==> config.mk <==
export PLATFORM = sky130hd
export DESIGN_NAME = mem_access_gate
export DESIGN_NICKNAME = d
export VERILOG_FILES = /design/src/rtl/mag_pkg.sv /design/src/rtl/mag_align_chk.sv /design/src/rtl/mag_resv_fsm.sv /design/src/rtl/mag_resp_stage.sv /design/src/rtl/mem_access_gate.sv
export SDC_FILE = /design/constraint.sdc
export NUM_CORES = 1
export LEC_CHECK = 0
export BUFFER_PORTS_ARGS = -buffer_cell sky130_fd_sc_hd__buf_4
export CORE_UTILIZATION = 30
export CTS_BUF_LIST = sky130_fd_sc_hd__clkbuf_16
export CTS_CLUSTER_DIAMETER = 200
export DETAILED_ROUTE_END_ITERATION = 16
export HOLD_SLACK_MARGIN = 0.06
export PLACE_DENSITY = 0.59
export SYNTH_ARGS = -nofsm -noshare
export SYNTH_HDL_FRONTEND = slang
export SYNTH_SLANG_ARGS = --single-unit
==> constraint.sdc <==
create_clock -name clk -period 2.4 [get_ports clk]
set_input_delay 0 -clock clk [delete_from_list [all_inputs] [get_ports clk]]
set_output_delay 0 -clock clk [all_outputs]
set_load 0.005 [all_outputs]
==> src/rtl/mag_pkg.sv <==
package mag_pkg;

    typedef enum logic [1:0] {
        RSV_EMPTY = 2'd0,
        RSV_HELD  = 2'd1
    } rsv_state_t;

    typedef enum logic [2:0] {
        RSP_NONE    = 3'd0,
        RSP_TRAP_LD = 3'd1,
        RSP_TRAP_ST = 3'd2,
        RSP_GO      = 3'd3,
        RSP_SC_PASS = 3'd4,
        RSP_SC_FAIL = 3'd5
    } rsp_state_t;

    localparam int SIZE_CODES = 4;

endpackage

==> src/rtl/mag_align_chk.sv <==
module mag_align_chk #(
    parameter int ADDR_W = 32
) (
    input  logic [ADDR_W-1:0] addr,
    input  logic [1:0]        size_code,
    output logic              misaligned
);
    localparam int LSB_W = 3;

    logic [LSB_W-1:0] low_mask;

    always_comb begin
        unique case (size_code)
            2'd0: low_mask = 3'b000;
            2'd1: low_mask = 3'b001;
            2'd2: low_mask = 3'b011;
            2'd3: low_mask = 3'b111;
            default: low_mask = 3'b111;
        endcase
    end

    assign misaligned = |(addr[LSB_W-1:0] & low_mask);

endmodule

==> src/rtl/mag_resv_fsm.sv <==
module mag_resv_fsm
    import mag_pkg::*;
#(
    parameter int ADDR_W = 32
) (
    input  logic              clk,
    input  logic              rst_n,
    input  logic              lr_ok,
    input  logic              sc_ok,
    input  logic              yield_i,
    input  logic [ADDR_W-1:0] addr,
    output logic              sc_match
);
    localparam logic [ADDR_W-1:0] INVALID_ADDR = '1;

    rsv_state_t        state_q, state_d;
    logic [ADDR_W-1:0] resv_q, resv_d;

    always_ff @(posedge clk) begin
        if (!rst_n) begin
            state_q <= RSV_EMPTY;
            resv_q  <= INVALID_ADDR;
        end else begin
            state_q <= state_d;
            resv_q  <= resv_d;
        end
    end

    always_comb begin
        state_d = state_q;
        resv_d  = resv_q;
        unique case (state_q)
            RSV_EMPTY: begin
                if (lr_ok && !yield_i) begin
                    state_d = RSV_HELD;
                    resv_d  = addr;
                end
            end
            RSV_HELD: begin
                if (yield_i || sc_ok) begin
                    state_d = RSV_EMPTY;
                    resv_d  = INVALID_ADDR;
                end else if (lr_ok) begin
                    resv_d  = addr;
                end
            end
            default: begin
                state_d = RSV_EMPTY;
                resv_d  = INVALID_ADDR;
            end
        endcase
    end

    assign sc_match = (state_q == RSV_HELD) && (addr == resv_q);


    empty_inval_chk: assert property (@(posedge clk) disable iff (!rst_n)
        (state_q == RSV_EMPTY) |-> (resv_q == INVALID_ADDR));


    yield_clear_chk: assert property (@(posedge clk) disable iff (!rst_n)
        yield_i |=> (state_q == RSV_EMPTY));


    sc_clear_chk: assert property (@(posedge clk) disable iff (!rst_n)
        sc_ok |=> (state_q == RSV_EMPTY));


    lr_hold_chk: assert property (@(posedge clk) disable iff (!rst_n)
        (lr_ok && !yield_i) |=> (state_q == RSV_HELD && resv_q == $past(addr)));

endmodule

==> src/rtl/mag_resp_stage.sv <==
module mag_resp_stage
    import mag_pkg::*;
#(
    parameter int ADDR_W = 32
) (
    input  logic              clk,
    input  logic              rst_n,
    input  logic              req_valid,
    input  logic              req_write,
    input  logic              req_atomic,
    input  logic              misaligned,
    input  logic              sc_match,
    input  logic [ADDR_W-1:0] req_addr,
    output logic              trap_ld,
    output logic              trap_st,
    output logic              go,
    output logic [ADDR_W-1:0] go_addr,
    output logic              go_write,
    output logic              sc_done,
    output logic              sc_fail
);
    rsp_state_t        rsp_q, rsp_d;
    logic [ADDR_W-1:0] addr_q;
    logic              wr_q;

    always_comb begin
        rsp_d = RSP_NONE;
        if (req_valid) begin
            if (misaligned)
                rsp_d = req_write ? RSP_TRAP_ST : RSP_TRAP_LD;
            else if (req_write && req_atomic)
                rsp_d = sc_match ? RSP_SC_PASS : RSP_SC_FAIL;
            else
                rsp_d = RSP_GO;
        end
    end

    always_ff @(posedge clk) begin
        if (!rst_n) begin
            rsp_q  <= RSP_NONE;
            addr_q <= '0;
            wr_q   <= 1'b0;
        end else begin
            rsp_q  <= rsp_d;
            addr_q <= req_addr;
            wr_q   <= req_write;
        end
    end

    always_comb begin
        trap_ld = 1'b0;
        trap_st = 1'b0;
        go      = 1'b0;
        sc_done = 1'b0;
        sc_fail = 1'b0;
        unique case (rsp_q)
            RSP_NONE:    ;
            RSP_TRAP_LD: trap_ld = 1'b1;
            RSP_TRAP_ST: trap_st = 1'b1;
            RSP_GO:      go      = 1'b1;
            RSP_SC_PASS: begin
                go      = 1'b1;
                sc_done = 1'b1;
            end
            RSP_SC_FAIL: begin
                sc_done = 1'b1;
                sc_fail = 1'b1;
            end
            default: ;
        endcase
    end

    assign go_addr  = go ? addr_q : '0;
    assign go_write = go & wr_q;


    trap_excl_chk: assert property (@(posedge clk) disable iff (!rst_n)
        !(trap_ld && trap_st));


    sc_fail_nogo_chk: assert property (@(posedge clk) disable iff (!rst_n)
        (sc_done && sc_fail) |-> !go);


    idle_quiet_chk: assert property (@(posedge clk) disable iff (!rst_n)
        !req_valid |=> !(go || trap_ld || trap_st || sc_done));

endmodule

==> src/rtl/mem_access_gate.sv <==
module mem_access_gate
    import mag_pkg::*;
#(
    parameter int ADDR_W = 32
) (
    input  logic              clk,
    input  logic              rst_n,
    input  logic              req_valid,
    input  logic [ADDR_W-1:0] req_addr,
    input  logic [1:0]        req_size,
    input  logic              req_write,
    input  logic              req_atomic,
    input  logic              resv_yield,
    output logic              trap_load_misal,
    output logic              trap_store_misal,
    output logic              xlate_go,
    output logic [ADDR_W-1:0] xlate_addr,
    output logic              xlate_write,
    output logic              sc_done,
    output logic              sc_fail
);
    logic misal;
    logic sc_match;
    logic lr_ok;
    logic sc_ok;

    mag_align_chk #(.ADDR_W(ADDR_W)) align_i (
        .addr       (req_addr),
        .size_code  (req_size),
        .misaligned (misal)
    );

    assign lr_ok = req_valid && !misal && req_atomic && !req_write;
    assign sc_ok = req_valid && !misal && req_atomic && req_write;

    mag_resv_fsm #(.ADDR_W(ADDR_W)) resv_i (
        .clk      (clk),
        .rst_n    (rst_n),
        .lr_ok    (lr_ok),
        .sc_ok    (sc_ok),
        .yield_i  (resv_yield),
        .addr     (req_addr),
        .sc_match (sc_match)
    );

    mag_resp_stage #(.ADDR_W(ADDR_W)) resp_i (
        .clk        (clk),
        .rst_n      (rst_n),
        .req_valid  (req_valid),
        .req_write  (req_write),
        .req_atomic (req_atomic),
        .misaligned (misal),
        .sc_match   (sc_match),
        .req_addr   (req_addr),
        .trap_ld    (trap_load_misal),
        .trap_st    (trap_store_misal),
        .go         (xlate_go),
        .go_addr    (xlate_addr),
        .go_write   (xlate_write),
        .sc_done    (sc_done),
        .sc_fail    (sc_fail)
    );


    trap_st_src_chk: assert property (@(posedge clk) disable iff (!rst_n)
        trap_store_misal |-> ($past(req_valid) && $past(req_write)));

endmodule

==> flow_summary.rst <==
.. list-table::
   :header-rows: 1

   * - Metric
     - Value
   * - Status
     - complete, no violations
   * - Type of the setup path with the least slack
     - input pin to register
   * - Warning count from the yosys run
     - 0
   * - Die span in y
     - 96.5 um
   * - Starting utilization of the core area
     - 30.8%
   * - Actual slew at the worst max-slew pin
     - 0.661 ns
   * - Syn avg cell area
     - between 10 and 15 sq um
   * - Finish-stage setup viols
     - 0
   * - Required time of the worst setup path
     - 2.61 ns
   * - Top layer in use
     - met4
   * - Layout Skew
     - 0.00389 ns
   * - Final Cycle Share
     - 93.0%
   * - TritonCTS clock tree
     - built
   * - Reg2reg end
     - resp_i.rsp_q[0]
   * - Critical Path Start Type
     - input pin
   * - Share of flip-flops with an asynchronous set or reset
     - 0%
   * - Path depth of the worst reg2reg path
     - 5
   * - Tot Pwr
     - 2730 uW
   * - Unique cell type count in the Yosys netlist
     - 29
   * - Share of post-route cells with drive strength above 1
     - 26.4%
   * - Number of buffers and inverters on the critical path
     - 4
   * - Routed metal-1 wirelength
     - around 2700 um
   * - Via count of the first global-routing pass
     - 1941
   * - Minimum clock period after layout
     - about 2.2 ns
   * - Max IR drop VDD
     - 0.343 mV
   * - Cell area reported after detailed placement
     - 0.00333 sq mm
   * - DRC
     - 0
   * - Post-route ant nets
     - 0
   * - Total detailed-routing wirelength
     - 6040 um
   * - CP Max Fanout
     - 4
   * - Tot GR Track Use
     - between 10% and 20%
   * - Insertion delay of the later-clocked pin in the worst-skew pair
     - 0.32 ns
   * - Setup repair after global routing missed its margin
     - no
   * - Crit-path most repeated cell
     - dlygate4sd3_1
   * - Sum of met2 wire segment lengths after detailed routing
     - 2880 um
   * - Detailed Place HPWL
     - 4000 um
   * - Fin nets
     - 406
   * - Post-synth top area cell
     - dfxtp_1
   * - Commonest cells in the synthesized netlist
     - 69 x dfxtp_1, 66 x and2_1, 32 x o22a_1
   * - Maximum number of pins on one net before global-route repair
     - 37
   * - Maximum clock frequency
     - 448 MHz
   * - Hold violation count in the final report
     - 0
   * - Vias per cell
     - 4.44
   * - Capturing instance or port of the critical path
     - resp_i.rsp_q[1]
   * - Cells after Synth
     - ~250
   * - Crit. End Element
     - register
   * - Sum Neg Setup Slack
     - 0 ns
   * - Design Area, Final
     - 0.00400 sq mm
   * - Portion of the post-synthesis area used by sequential elements
     - 51.6%
   * - Total via count in the routed design
     - 2129
   * - Clock-pin transition on the worst setup and hold timing paths
     - 0.06 ns
   * - Number of slew-limit violations in the final report
     - 0
   * - Max-Slew Margin vs Limit
     - a little under three fifths
   * - Critical R2R Launch
     - resv_i.resv_q[2]
   * - Number of enable flip-flop cells after synthesis
     - 0
   * - Chip width
     - 96.5 um
   * - Detail Route met3 WL
     - 246 um
   * - Cell area after synthesis
     - 0.00268 sq mm
   * - Largest delay share family, worst path
     - buffers and inverters
   * - Total die area
     - 0.00930 sq mm
   * - Initial antenna violation count
     - 0
   * - Layout Area Growth over Synthesis
     - 49.6%
   * - Hold/Removal Path Class
     - input pin to register
   * - Worst path depth
     - 9
   * - Yosys reg bits
     - 69
   * - Floorplan row count
     - 34
   * - Placer's final routability congestion estimate
     - 0.734
   * - Number of CTS-inserted buffers
     - 9
   * - Startpoint of the worst setup timing path
     - req_addr[2]
   * - Highest cell delay on the worst timing path
     - around 0.57 ns
   * - Num ports
     - 78
   * - Lkg Pwr
     - 0.00164 uW
   * - Largest cells by area after synthesis
     - dfxtp_1 52%, and2_1 15%, o22a_1 10%
   * - Setup slack, reg-to-reg
     - about 0.84 ns
   * - Root Buffer
     - clkbuf_16
   * - Post-synth net total
     - just under 300
   * - Ant. Diodes
     - 0
   * - Signal arrival time at the worst endpoint
     - approximately 2.4 ns
   * - Number of port buffers
     - 77
   * - Global-route wire length before repair
     - ~9200 um
   * - # Max-Cap Violations
     - 0
   * - Proportion of netlist area held by the largest area contributor
     - 51.6%
   * - Overflow after GRT
     - 0
   * - Worst-case clock buffer depth
     - 2
   * - Placeable core region
     - 0.00868 sq mm
   * - Initial DRC count
     - 58
   * - Worst path slowest cell
     - dlygate4sd3_1
   * - Crit path cell chain
     - dlygate4sd3_1 > buf_4 > a21o_1 > a211oi_2 > dlygate4sd3_1 > nand2_1 > o21ai_0 > nor2_1 > dlygate4sd3_1
   * - Number of clock sinks
     - 69
   * - Max H-tree Level
     - 3
   * - First-pass DRT Iterations
     - 4
   * - Pwr per Cell Area
     - 681 mW/mm^2
   * - Mean routed wirelength per cell
     - ~13 um
   * - Cell with the most instances after synthesis
     - dfxtp_1
   * - Dominant register cell in the synthesized netlist
     - dfxtp_1
[cell usage in the layout (no fill, tap or decap)]
cell type	count
clkinvlp_4	3
xor2_1	16
nand3_1	1
nand2_2	1
and2_1	66
dfxtp_1	69
and2_4	1
or4_1	1
nor3b_1	2
nand4_1	5
nor2_1	5
nor2b_1	2
inv_1	3
nor4_1	4
o32a_4	1
o22a_1	32
xnor2_1	16
a21oi_1	1
a211oi_1	1
nor3_1	3
nand2b_1	1
bufinv_16	1
a21o_1	1
a211oi_2	1
o21ai_0	1
nand2_1	3
dlygate4sd3_1	38
clkinv_2	2
buf_4	78
o21a_1	1
o2bb2ai_2	1
clkbuf_16	9
clkinv_1	1
[power breakdown]
group          switching [uW]  internal [uW]
Clock                     477            795
Sequential               12.3           1190
Combinational             107            148
[final cells by class]
cell class	instances	area, sq um
clock buffer	9	225
clock inverter	7	66.3
fill	857	4670
inverter	3	11.3
multi-input combinational	167	1220
sequential	69	1380
tap	108	135
timing repair buffer	116	966
[sequential cells by signal (all words and copies together), names as in the netlist]
register and cells:
resp_i.addr_q 32, resp_i.rsp_q 3, resp_i.wr_q 1, resv_i.resv_q 32, resv_i.state_q 1
[how the worst min path moves through the flow]
| stage | endpoint | startpoint | depth (start not counted) |
|---|---|---|---|
| 6_report | resp_i.addr_q[6] | rst_n | 2 |
| 5_1_grt | resp_i.addr_q[21] | rst_n | 2 |
| 4_1_cts | resp_i.addr_q[6] | rst_n | 2 |
| 3_5_place_dp | resp_i.addr_q[6] | req_addr[6] | 2 |
| 3_3_place_gp | resp_i.addr_q[5] | req_addr[5] | 2 |
| 2_1_floorplan | resv_i.state_q[0] | req_write | 1 |
[what timing repair did]
action                    CTS  global route
gates resized for setup     0             0
buffers inserted            0             0
hold buffers               38             0
hold endpoints to repair   69             0
[cell families (layout without fill, tap and decap cells)]
group / Yosys count / after routing / synth area share (%)
buffers and inverters: 15 / 135 / 3.09
flip-flops: 69 / 69 / 51.6
AND/OR/NAND/NOR: 95 / 95 / 21.5
XOR/XNOR: 32 / 32 / 10.5
AO/OA/AOI/OAI: 40 / 40 / 13.3
[metal layers]
layer | global-route usage [%] | up-vias
met4 | 9.68 | 0
met5 | 0 | -
met1 | 16.2 | 975
met3 | 2.43 | 14
li1 | - | 1080
met2 | 22.1 | 60
[per-stage QoR]
stage               hold slack [ns]  utilization [%]  worst slack, ns  std cells
CTS                           0.128             46.1            0.203        479
finish                        0.128             46.1            0.167        479
global placement              0.232             38.4            0.803        425
floorplan                    0.0946                -             1.07        251
global route                  0.152             46.1           0.0885        479
detailed placement            0.236             38.4            0.759        425
(Power assumes the default switching activity.)
